File: config.mk
export PLATFORM = sky130hd
export DESIGN_NAME = bit_interleaver_pp
export DESIGN_NICKNAME = d
export VERILOG_FILES = /design/src/rtl/ilv_pkg.sv /design/src/rtl/ilv_addr_table.sv /design/src/rtl/ilv_bank.sv /design/src/rtl/ilv_ctrl.sv /design/src/rtl/bit_interleaver_pp.sv
export SDC_FILE = /design/constraint.sdc
export NUM_CORES = 1
export LEC_CHECK = 0
export BUFFER_PORTS_ARGS = -buffer_cell sky130_fd_sc_hd__buf_2
export CAP_MARGIN = 20
export CELL_PAD_IN_SITES_DETAIL_PLACEMENT = 0
export CELL_PAD_IN_SITES_GLOBAL_PLACEMENT = 1
export CORE_AREA = 4 4 115 117
export DETAILED_ROUTE_END_ITERATION = 6
export DIE_AREA = 0 0 119 121
export PLACE_DENSITY = 0.87
export RECOVER_POWER = 100
export SLEW_MARGIN = 20
export SYNTH_ARGS = -nofsm -noshare
export SYNTH_HDL_FRONTEND = slang
export SYNTH_HIERARCHICAL = 1
export SYNTH_SLANG_ARGS = --single-unit
File: constraint.sdc
create_clock -name clk -period 5.57 [get_ports clk]
set_input_delay 1.114 -clock clk [delete_from_list [all_inputs] [get_ports clk]]
set_output_delay 1.114 -clock clk [all_outputs]
set_load 0.02 [all_outputs]
File: src/rtl/ilv_pkg.sv
package ilv_pkg;

   typedef enum logic {
      ILV_FWD = 1'b0,
      ILV_INV = 1'b1
   } ilv_mode_e;

   // forward permutation: position k leaves from row-major cell of a ROWS x COLS grid
   function automatic int unsigned ilv_fwd_addr(input int unsigned k,
                                                input int unsigned rows,
                                                input int unsigned cols);
      return (k % rows) * cols + (k / rows);
   endfunction

   // inverse permutation: rows and columns interchanged
   function automatic int unsigned ilv_inv_addr(input int unsigned k,
                                                input int unsigned rows,
                                                input int unsigned cols);
      return (k % cols) * rows + (k / cols);
   endfunction

endpackage

File: src/rtl/ilv_addr_table.sv
module ilv_addr_table
   import ilv_pkg::*;
#(
   parameter int ROWS       = 4,
   parameter int COLS       = 16,
   parameter bit FROM_TABLE = 1'b1,
   localparam int N  = ROWS * COLS,
   localparam int AW = $clog2(N)
) (
   input  logic [AW-1:0] idx,
   input  ilv_mode_e     mode,
   output logic [AW-1:0] addr
);
   localparam int RB = $clog2(ROWS);
   localparam int CB = $clog2(COLS);

   generate
      if (FROM_TABLE) begin : g_table
         logic [AW-1:0] fwd_rom [N];
         logic [AW-1:0] inv_rom [N];
         for (genvar k = 0; k < N; k++) begin : g_entry
            assign fwd_rom[k] = AW'(ilv_fwd_addr(k, ROWS, COLS));
            assign inv_rom[k] = AW'(ilv_inv_addr(k, ROWS, COLS));
         end
         assign addr = (mode == ILV_INV) ? inv_rom[idx] : fwd_rom[idx];
      end else begin : g_arith
         // power-of-two grid: the permutation is a rotation of index bits
         logic [AW-1:0] fwd_a, inv_a;
         assign fwd_a = {idx[RB-1:0], idx[AW-1:RB]};
         assign inv_a = {idx[CB-1:0], idx[AW-1:CB]};
         assign addr  = (mode == ILV_INV) ? inv_a : fwd_a;
      end
   endgenerate

endmodule

File: src/rtl/ilv_bank.sv
module ilv_bank #(
   parameter int DEPTH = 64,
   localparam int AW = $clog2(DEPTH)
) (
   input  logic          clk,
   input  logic          we,
   input  logic [AW-1:0] waddr,
   input  logic          wbit,
   input  logic [AW-1:0] raddr,
   output logic          rbit
);
   logic [DEPTH-1:0] cells;

   always_ff @(posedge clk) begin
      if (we) cells[waddr] <= wbit;
   end

   assign rbit = cells[raddr];

endmodule

File: src/rtl/ilv_ctrl.sv
module ilv_ctrl
   import ilv_pkg::*;
#(
   parameter int N = 64,
   localparam int AW = $clog2(N)
) (
   input  logic          clk,
   input  logic          rst,
   input  logic          in_valid,
   input  ilv_mode_e     mode,
   output logic          wr_en,
   output logic [AW-1:0] wr_addr,
   output logic          wsel,
   output logic          rd_en,
   output logic [AW-1:0] rd_idx,
   output ilv_mode_e     rd_mode
);
   localparam logic [AW-1:0] LAST = AW'(N - 1);

   logic [AW-1:0] wr_cnt, rd_cnt;
   logic          wsel_q, live_q;
   ilv_mode_e     mode_q;
   logic          blk_done;

   assign blk_done = in_valid && (wr_cnt == LAST);
   assign wr_en    = in_valid;
   assign wr_addr  = wr_cnt;
   assign wsel     = wsel_q;
   assign rd_en    = in_valid && live_q;
   assign rd_idx   = rd_cnt;
   assign rd_mode  = mode_q;

   always_ff @(posedge clk) begin
      if (rst) begin
         wr_cnt <= '0;
         rd_cnt <= '0;
         wsel_q <= 1'b0;
         live_q <= 1'b0;
         mode_q <= ILV_FWD;
      end else if (in_valid) begin
         wr_cnt <= blk_done ? '0 : wr_cnt + 1'b1;
         if (live_q) rd_cnt <= (rd_cnt == LAST) ? '0 : rd_cnt + 1'b1;
         if (blk_done) begin
            wsel_q <= ~wsel_q;
            live_q <= 1'b1;
            mode_q <= mode;
            rd_cnt <= '0;
         end
      end
   end

   AST_SWAP_ON_FULL: assert property (@(posedge clk) disable iff (rst)
      blk_done |=> (wsel_q != $past(wsel_q)) && (wr_cnt == '0) && live_q);
   AST_NO_EARLY_SWAP: assert property (@(posedge clk) disable iff (rst)
      !blk_done |=> $stable(wsel_q));
   AST_IDLE_FREEZE: assert property (@(posedge clk) disable iff (rst)
      !in_valid |=> $stable(wr_cnt) && $stable(rd_cnt));
   AST_MODE_HELD: assert property (@(posedge clk) disable iff (rst)
      !blk_done |=> $stable(mode_q));
   AST_LOCKSTEP: assert property (@(posedge clk) disable iff (rst)
      live_q |-> (rd_cnt == wr_cnt));

endmodule

File: src/rtl/bit_interleaver_pp.sv
module bit_interleaver_pp
   import ilv_pkg::*;
#(
   parameter int ROWS       = 4,
   parameter int COLS       = 16,
   parameter bit FROM_TABLE = 1'b1
) (
   input  logic clk,
   input  logic rst,
   input  logic mode,
   input  logic in_valid,
   input  logic in_bit,
   output logic out_valid,
   output logic out_bit
);
   localparam int N  = ROWS * COLS;
   localparam int AW = $clog2(N);

   generate
      if (ROWS < 2 || COLS < 2) begin : g_bad_dim
         $error("grid needs at least 2 rows and 2 columns");
      end
      if ((1 << $clog2(ROWS)) != ROWS || (1 << $clog2(COLS)) != COLS) begin : g_bad_pow
         $error("rows and columns must be powers of two");
      end
   endgenerate

   logic          wr_en, wsel, rd_en, rsel, rbit;
   logic [AW-1:0] wr_addr, rd_idx, rd_addr;
   ilv_mode_e     rd_mode;
   logic [1:0]    bank_rbit;

   ilv_ctrl #(.N(N)) i_ctrl (
      .clk     (clk),
      .rst     (rst),
      .in_valid(in_valid),
      .mode    (ilv_mode_e'(mode)),
      .wr_en   (wr_en),
      .wr_addr (wr_addr),
      .wsel    (wsel),
      .rd_en   (rd_en),
      .rd_idx  (rd_idx),
      .rd_mode (rd_mode)
   );

   ilv_addr_table #(.ROWS(ROWS), .COLS(COLS), .FROM_TABLE(FROM_TABLE)) i_table (
      .idx (rd_idx),
      .mode(rd_mode),
      .addr(rd_addr)
   );

   assign rsel = ~wsel;

   for (genvar b = 0; b < 2; b++) begin : g_bank
      ilv_bank #(.DEPTH(N)) i_bank (
         .clk  (clk),
         .we   (wr_en && (wsel == 1'(b))),
         .waddr(wr_addr),
         .wbit (in_bit),
         .raddr(rd_addr),
         .rbit (bank_rbit[b])
      );
   end

   assign rbit = bank_rbit[rsel];

   always_ff @(posedge clk) begin
      if (rst) begin
         out_valid <= 1'b0;
         out_bit   <= 1'b0;
      end else begin
         out_valid <= rd_en;
         if (rd_en) out_bit <= rbit;
      end
   end

   AST_RESET_QUIET: assert property (@(posedge clk)
      rst |=> !out_valid);
   AST_OUT_NEEDS_IN: assert property (@(posedge clk) disable iff (rst)
      out_valid |-> $past(in_valid));
   AST_IDLE_NO_OUT: assert property (@(posedge clk) disable iff (rst)
      !in_valid |=> !out_valid);

endmodule

==> flow_summary.toml <==
[final_layout]
nets = 505
antenna_cells = 0
final_area_um2 = 7520
drive_gt1_frac = 0.110
layout.cells.non_filler = 683
areaGrowthSynthToFinish_pct = 10.4
final_util = 0.608

[critical_path]
cp.arrival_ns = 3.96
crit_required_ns = 5.86
r2r.worst_path.cells = 7
rr_endpoint = "out_bit"
crit_path_end_kind = "flop"
critPathKind = "reg -> reg"
regToRegSetupSlack_ns = 1.91
cp-start-kind = "flop"
r2r_start = "i_ctrl/rd_mode"
critical_path.max_fanout = 32

[yosys]
synthesis.nets = 509
synth_seq_cells = 145
yosys.area.top_type_share = 0.564
synth_area_leader_cell = "edfxtp_1"
ys.flop_type = "edfxtp_1"
avgSynthCellArea_um2 = 13.6
synth.most_common_cell = "nor2_1"
yosysWarnings = 6
netlist_instances = 502
synth_edf_count = 128
async_flop_share = 0
netlist_area_um2 = 6810
yosysSeqAreaShare = 0.614
synth_commonest_cells = "147 x nor2_1, 128 x edfxtp_1, 28 x mux4_1"
ys_types = 55
ys_top_cells_by_area = "edfxtp_1 56%, mux4_1 11%, nor2_1 8.1%, dfxtp_1 5.0%, mux2i_1 1.3%"

[job]
max-cap-violations = 2

[global_route]
antenna_found_initial = 0
grt_start_max_net_pins = 107
track_usage = 0.197
grt_pass1_vias = 4047
grt_pass1_wl_mm = 21.5
overflow = 0

[drt]
ant_nets = 0
met2_length_mm = 6.75
met1_length_mm = 5.57
post-route-drc-count = 0
wl_met3_um = 954
first_pass_iters = 5
viasPerCell = 6.01
drt_iter0_drc = 518
topRoutingLayerUsed = "met4"
vias = 4107
routed_wirelength_mm = 13.5
wire_per_inst_um = 19.7

[floorplan]
io_pins = 7
coreArea_um2 = 12400
die_area_um2 = 14400
start_util = 0.551
die_height_um = 121
num_rows = 41
die_w_um = 119

[clock_tree]
clockRootBuffer = "clkbuf_16"
htreeDepth = 4
cts_resized = 0
clock-sinks = 145
cts.reportedPaths.clkPinSlew_ns = 0.06
hold_buffers = 0
max-clock-path-buffers = 2
cts_buffers = 17
insertion_delay_ns = 0.41
cts_setup_buffers = 0
cts_tree = "built"

[sta]
fmax_ghz = 0.273
final.setup.tns_ns = 0
min_period_over_period = 0.657
setup_viol = 0
final_hold_viol_count = 0
clock_skew_ns = 0.00683
grt_setup_unrepaired = "false"
tightest_slew_ns = 1.88
final_max_slew_viol_count = 140
relSlewSlack = -0.255
timing.hold.ws_ns = 0.520
finalWorstPathRequiredPeriod_ns = 3.66

[placed_design]
placed_cell_area_um2 = 6870
dp_cells = 651
portBuffers = 6
gp_congestion = 0.758
dpl.hpwl_mm = 7.65

[status]
failed_checks = "max-capacitance violations, max-slew violations"
status = "complete, but fails checks"

[pwr]
p_per_area_nw_per_um2 = 331
power_leakage_nw = 2.29
irDropWorstVdd_mv = 0.216

[worst_hold_path]
min_from = "i_ctrl/live_q"
min_path_cells = 2
hold_end = "i_ctrl/live_q"
hp-class = "reg -> reg"
-- worst max path at each step --
stage | to | cells after the start | from
final | out_bit | 7 | i_ctrl/rd_mode
after global routing | out_bit | 7 | i_ctrl/rd_mode
after CTS | out_bit | 7 | i_ctrl/rd_mode
after detailed placement | g_bank[0].i_bank/cells[38] | 5 | in_valid
after global placement | out_bit | 7 | i_ctrl/rd_mode
after floorplan | g_bank[1].i_bank/cells[12] | 5 | in_valid
-- worst max-delay path: stages (launching register included) --
cell and delay (ns):
dfxtp_1 0.53, mux2_1 1.48, mux4_1 0.70, mux2i_1 0.24
o2111a_1 0.23, o2bb2ai_1 0.09, mux2i_1 0.17, a211oi_2 0.08
-- routing by layer --
layer,up-vias,track usage
li1,1861,-
met1,2052,0.265
met2,177,0.315
met3,17,0.0517
met4,0,0.0666
met5,-,0
-- kinds of logic (layout without fill, tap and decap cells) --
| logic type | Yosys count | count (layout) | share of synthesized area |
|---|---|---|---|
| DFF | 145 | 145 | 0.614 |
| muxes | 49 | 49 | 0.151 |
| AOI/OAI and AO/OA | 26 | 26 | 0.0314 |
| xor gates and xnor gates | 7 | 7 | 0.00900 |
| adders and majority gates | 2 | 2 | 0.00367 |
| buffers and inverters | 33 | 42 | 0.0300 |
| and+or+nand+nor | 240 | 240 | 0.160 |
-- layout by cell type (no fill, tap or decap), types with 5 or more instances in the layout --
master	netlist	final
nor2_1	147	148
edfxtp_1	128	128
mux4_1	28	28
nand2_1	19	19
clkbuf_16	0	17
dfxtp_1	17	17
nand3_1	15	15
nand2b_1	12	12
nor2b_1	9	9
mux2i_1	9	9
nand3b_1	8	8
bufinv_16	0	6
nand4_1	6	6
xor2_1	5	5
mux2_4	6	5
-- flip-flops by register name (all words and copies together), names as in the netlist --
signal	count
out_bit	1
i_ctrl/rd_mode	1
i_ctrl/wr_addr	6
out_valid	1
i_ctrl/live_q	1
g_bank.i_bank/cells	128
i_ctrl/wsel	1
i_ctrl/rd_idx	6
-- power breakdown --
| group | switching (mW) | internal (mW) | total, mW |
|---|---|---|---|
| combinational | 0.0256 | 0.00761 | 0.0332 |
| sequential | 0.00769 | 1.19 | 1.19 |
| clock | 0.427 | 0.837 | 1.26 |
| total | 0.460 | 2.03 | 2.49 |
-- final cells by class --
class                           instances  area [µm²]
Tap cell                              172         215
Inverter                                3        12.5
Clock inverter                         15         239
Fill cell                             935        4840
Timing Repair Buffer                    7        30.0
Multi-Input combinational cell        324        2410
Clock buffer                           17         425
Sequential cell                       145        4180
-- per-stage QoR --
stage / total power, mW / worst slack (ns)
2_1_floorplan: 1.23 / 3.27
3_3_place_gp: 1.25 / 2.87
3_5_place_dp: 1.25 / 2.83
4_1_cts: 2.51 / 2.81
5_1_grt: 2.57 / 1.72
6_report: 2.49 / 1.91
Note: power is estimated with default switching activity, not from simulation.
